==> config.mk <==
export PLATFORM = sky130hd
export DESIGN_NAME = ovp_strobe_filter
export DESIGN_NICKNAME = d
export VERILOG_FILES = /design/src/rtl/ovp_pkg.sv /design/src/rtl/ovp_strobe_ctrl.sv /design/src/rtl/ovp_trip_counter.sv /design/src/rtl/ovp_strobe_filter.sv
export SDC_FILE = /design/constraint.sdc
export NUM_CORES = 1
export LEC_CHECK = 0
export BUFFER_PORTS_ARGS = -buffer_cell sky130_fd_sc_hd__buf_2
export CAP_MARGIN = 20
export CORE_UTILIZATION = 48
export CTS_CLUSTER_SIZE = 20
export DETAILED_ROUTE_END_ITERATION = 7
export GPL_TIMING_DRIVEN = 0
export PLACE_DENSITY = 0.82
export SLEW_MARGIN = 0
export SYNTH_ARGS = -nofsm -noshare
export SYNTH_HDL_FRONTEND = slang
export SYNTH_HIERARCHICAL = 1
export SYNTH_SLANG_ARGS = --single-unit
export TNS_END_PERCENT = 5
==> constraint.sdc <==
create_clock -name clk -period 1.7 [get_ports clk]
set_input_delay 0.085 -clock clk [delete_from_list [all_inputs] [get_ports clk]]
set_output_delay 0.085 -clock clk [all_outputs]
set_load 0.01 [all_outputs]
==> src/rtl/ovp_pkg.sv <==
package ovp_pkg;

  // Per-edge decisions handed from the sampling control to the counter.
  typedef struct packed {
    logic countUp;   // over-threshold sample taken at this edge
    logic clearRun;  // the ending oscillator cycle had no over-threshold sample
  } ctlStrobes_t;

endpackage

==> src/rtl/ovp_strobe_ctrl.sv <==
module ovp_strobe_ctrl #(
  parameter int STROBE_CYC = 250,
  localparam int DLY_W = $clog2(STROBE_CYC + 1)
) (
  input  logic                     clk,
  input  logic                     rstN,
  input  logic                     gateOn,
  input  logic                     cycleStart,
  input  logic                     cmpAbove,
  output ovp_pkg::ctlStrobes_t     strobes
);

  logic [DLY_W-1:0] offCnt;      // off-time edges seen so far
  logic             sampleDone;  // the sample of this off-time has been taken
  logic             hitInCycle;  // an over-threshold sample was seen in this cycle
  logic             strobeEdge;
  logic             hitNow;

  // The sample is taken on the STROBE_CYC-th consecutive off edge, once only.
  assign strobeEdge = !gateOn && !sampleDone && (offCnt == DLY_W'(STROBE_CYC - 1));
  assign hitNow     = strobeEdge && cmpAbove;

  always_ff @(posedge clk) begin
    if (!rstN) begin
      offCnt     <= '0;
      sampleDone <= 1'b0;
    end else if (gateOn) begin
      offCnt     <= '0;
      sampleDone <= 1'b0;
    end else if (!sampleDone) begin
      if (strobeEdge) begin
        sampleDone <= 1'b1;
      end else begin
        offCnt <= offCnt + DLY_W'(1);
      end
    end
  end

  always_ff @(posedge clk) begin
    if (!rstN) begin
      hitInCycle <= 1'b0;
    end else if (cycleStart) begin
      hitInCycle <= 1'b0;
    end else if (hitNow) begin
      hitInCycle <= 1'b1;
    end
  end

  always_comb begin
    strobes.countUp  = hitNow;
    // A hit on the boundary edge still belongs to the ending cycle.
    strobes.clearRun = cycleStart && !hitInCycle && !hitNow;
  end

endmodule

==> src/rtl/ovp_trip_counter.sv <==
module ovp_trip_counter #(
  parameter int TRIP_COUNT = 4,
  localparam int CNT_W = $clog2(TRIP_COUNT + 1)
) (
  input  logic                  clk,
  input  logic                  rstN,
  input  ovp_pkg::ctlStrobes_t  strobes,
  input  logic                  faultAck,
  output logic [CNT_W-1:0]      tripCount,
  output logic                  faultPulse
);

  logic atTrip;
  logic lastStep;

  assign atTrip   = (tripCount == CNT_W'(TRIP_COUNT));
  assign lastStep = (tripCount == CNT_W'(TRIP_COUNT - 1));

  always_ff @(posedge clk) begin
    if (!rstN) begin
      tripCount <= '0;
    end else if (faultAck) begin
      tripCount <= '0;
    end else if (atTrip) begin
      tripCount <= tripCount;
    end else if (strobes.countUp) begin
      tripCount <= tripCount + CNT_W'(1);
    end else if (strobes.clearRun) begin
      tripCount <= '0;
    end
  end

  always_ff @(posedge clk) begin
    if (!rstN) begin
      faultPulse <= 1'b0;
    end else begin
      faultPulse <= !faultAck && !atTrip && lastStep && strobes.countUp;
    end
  end

endmodule

==> src/rtl/ovp_strobe_filter.sv <==
module ovp_strobe_filter #(
  parameter int STROBE_CYC = 250,
  parameter int TRIP_COUNT = 4,
  localparam int CNT_W = $clog2(TRIP_COUNT + 1)
) (
  input  logic             clk,
  input  logic             rstN,
  input  logic             gateOn,
  input  logic             cycleStart,
  input  logic             cmpAbove,
  input  logic             faultAck,
  output logic             faultPulse,
  output logic [CNT_W-1:0] tripCount
);

  ovp_pkg::ctlStrobes_t strobes;

  ovp_strobe_ctrl #(.STROBE_CYC(STROBE_CYC)) u_ctrl (
    .clk        (clk),
    .rstN       (rstN),
    .gateOn     (gateOn),
    .cycleStart (cycleStart),
    .cmpAbove   (cmpAbove),
    .strobes    (strobes)
  );

  ovp_trip_counter #(.TRIP_COUNT(TRIP_COUNT)) u_count (
    .clk        (clk),
    .rstN       (rstN),
    .strobes    (strobes),
    .faultAck   (faultAck),
    .tripCount  (tripCount),
    .faultPulse (faultPulse)
  );

endmodule

==> results.yml <==
cts:
  clk_pin_slew_ps: 80
  cts_buffer_depth: 2
  cts.sinks: 14
  h-tree-depth: 1
  cts_tree: "yes"
  clock_latency_ps: 280
  cts_buffers: 3
  cts_root_buf: "clkbuf_4"
hold_path:
  holdPathEnd: "u_ctrl/hitInCycle$_SDFFE_PP0P_"
  holdPathStages: 2
  worstHoldPathType: "in2reg"
  hold_path.startpoint: "rstN"
global_routing:
  antenna_found_initial: 0
  grt.busiest_layer: "met2"
  grt_max_degree: 9
  grt_first_pass_wirelength_um: 2100
  use_met3_pct: 7.83
  grt_pass1_vias: 504
  grtUsageMet2_pct: 23.1
  track_usage_pct: 16.2
  grt-ovfl-total: 0
  met1_usage_pct: 21.0
sta:
  skew_ps: 4.58
  timing.slew.headroom_pct: 76.3
  period_minus_slack_ps: 1630
  fmax_mhz: 615
  rsz0062_at_grt: "false"
  whs_ps: 108
  post-route-period-util_pct: 95.7
  tightest_slew_ps: 355
  setup-violations-final: 0
  hold_viol: 0
  drv_slew: 0
critical_path:
  crit-reg2reg-launch: "u_ctrl/offCnt[1]$_SDFFE_PP0P_"
  crit_chain: "inv_1 > ha_1 > and4b_2 > and4_1 > buf_4 > a21boi_2 > nor2_1 > nor3_2"
  startpoint_type: "register"
  crit_arrival_ps: 1830
  path_max_fanout: 4
  worst-r2r-setup-slack_ps: 70
  cp-end-kind: "register"
  slowest_stage: "dfxtp_4"
  r2r-end: "u_count/tripCount[0]$_SDFFE_PP0P_"
  worstPathRequired_ps: 1910
  cpPeakStageDelay_ps: 350
  crit_type: "reg2reg"
  reg2reg_depth: 8
job:
  cap_violations: 0
route:
  drt_pass1_iterations: 4
  final_antenna_net_count: 0
  drc_errors: 0
  viasPerCell: 5.50
  wl_um: 1390
  wire_per_inst_um: 12.3
  first_iter_violations: 10
  vias: 621
place:
  dpl.cell_count: 104
  place_hpwl_um: 970
  placed_cell_area_um2: 815
  port_buffers: 9
  gp_congestion: 0.818
synthesis:
  synthesis.area_um2: 751
  synth_edf_count: 0
  yosysWarningCount: 6
  syn_inst: 80
  async_flop_share_pct: 0
  seq_area_frac_synth_pct: 37.3
  ys_types: 37
  yosys_register_bits: 14
  syn_nets: 91
  ys.flop_type: "dfxtp_1"
  syn_area_per_cell_um2: 9.38
floorplanning:
  start_util_pct: 54.3
  core_mm2: 0.00138
  io_pins: 10
  die_h_um: 41.5
  fp-row-count: 13
  chipWidth_um: 41.5
  design.die.area_mm2: 0.00173
final_layout:
  stdcell_count: 113
  layout.nets: 110
  syn_to_final_growth_pct: 20.8
  utilization_pct: 65.6
  drive_gt1_share_pct: 29.6
  diodes: 0
  fin_area_um2: 907
power:
  power_w: 0.000602
  p_per_area_mw_per_mm2: 663
  ir_drop_mv: 0.481
  power.leakage_nw: 0.375
status:
  outcome: "finished clean"
## worst max path at each step
stage | cells past startpoint | to | start
final | 8 | u_count/tripCount[0]$_SDFFE_PP0P_ | u_ctrl/offCnt[1]$_SDFFE_PP0P_
after global routing | 8 | u_count/tripCount[0]$_SDFFE_PP0P_ | u_ctrl/offCnt[1]$_SDFFE_PP0P_
after CTS | 8 | u_count/tripCount[1]$_SDFFE_PP0P_ | u_ctrl/offCnt[1]$_SDFFE_PP0P_
after detailed placement | 8 | u_count/tripCount[1]$_SDFFE_PP0P_ | u_ctrl/offCnt[1]$_SDFFE_PP0P_
after global placement | 8 | u_count/tripCount[1]$_SDFFE_PP0P_ | u_ctrl/offCnt[1]$_SDFFE_PP0P_
after floorplan | 8 | u_count/tripCount[1]$_SDFFE_PP0P_ | u_ctrl/offCnt[1]$_SDFFE_PP0P_
## area by class of cell
cell class	instances	area, um^2
flip-flops and latches	14	288
inverters	6	22.5
multi-input cells	58	445
clock buffers	4	36.3
repair buffers	14	85.1
fillers	101	475
well taps	15	18.8
plain buffers	2	11.3
## cell usage after synthesis, types with 2 or more instances
master | n | area share, %
ha_1 | 5 | 8.3
and4b_1 | 2 | 2.7
inv_1 | 6 | 3.0
nand2b_1 | 5 | 4.2
a21oi_1 | 4 | 2.7
nor2b_1 | 2 | 1.7
nand4b_1 | 2 | 2.3
dfxtp_1 | 14 | 37
nand2_1 | 5 | 2.5
nor2_1 | 8 | 4.0
## critical path, delay by kind of cell, from the launching register on
family	cells	cell delay, ps
DFF	1	350
AOI/OAI and AO/OA	1	210
adders and majority gates	1	140
buffers and inverters	2	190
and+or+nand+nor	4	660
## sequential cells by signal, indices dropped and copies added, names as in the netlist
register            flops
u_count/tripCount       3
u_ctrl/sampleDone       1
u_ctrl/offCnt           8
u_ctrl/hitInCycle       1
u_count/faultPulse      1
## what timing repair did
item,CTS,global route
endpoints found under the hold margin,1,0
resized for setup,4,2
hold buffers,1,0
pin swaps,0,2
endpoints found under the setup margin,4,4
setup buffers,1,3
## layer usage
layer / routed length (um) / part of all wire (%)
met1: 690 / 50
met2: 610 / 44
met3: 71 / 5.1
met4: 17 / 1.2
met5: 0 / 0
## cell families after synthesis
logic type	synth area share, %
flip-flops	37.3
buffers and inverters	4.50
AO/OA/AOI/OAI	15.5
XOR/XNOR	2.33
AND/OR/NAND/NOR	29.2
multiplexers	2.83
adder cells (fa/ha/maj)	8.33
## layout by cell type, fill, tap and decap left out, drive strengths merged, types with 2 or more instances in the layout
cell type	synthesis	routed
a21oi	5	5
and4b	3	3
buf	2	15
clkbuf	0	4
dfxtp	14	14
ha	5	5
inv	6	6
nand2	6	6
nand2b	5	5
nand4b	2	2
nor2	8	8
nor2b	2	2
o21ai	2	2
## through the flow
stage                     setup TNS, ps  worst slack (ps)
after global routing                  0              8.17
after detailed placement           -197             -89.5
after global placement             -122             -65.6
final                                 0              73.4
after CTS                             0              12.6
after floorplan                       0              37.7
## report_power, final
group	switching [W]	internal (W)	total, W
sequential	0.00000192	0.000328	0.000330
clock	0.000105	0.000130	0.000235
combinational	0.0000183	0.0000180	0.0000363
Note: power is estimated with default switching activity, not from simulation.
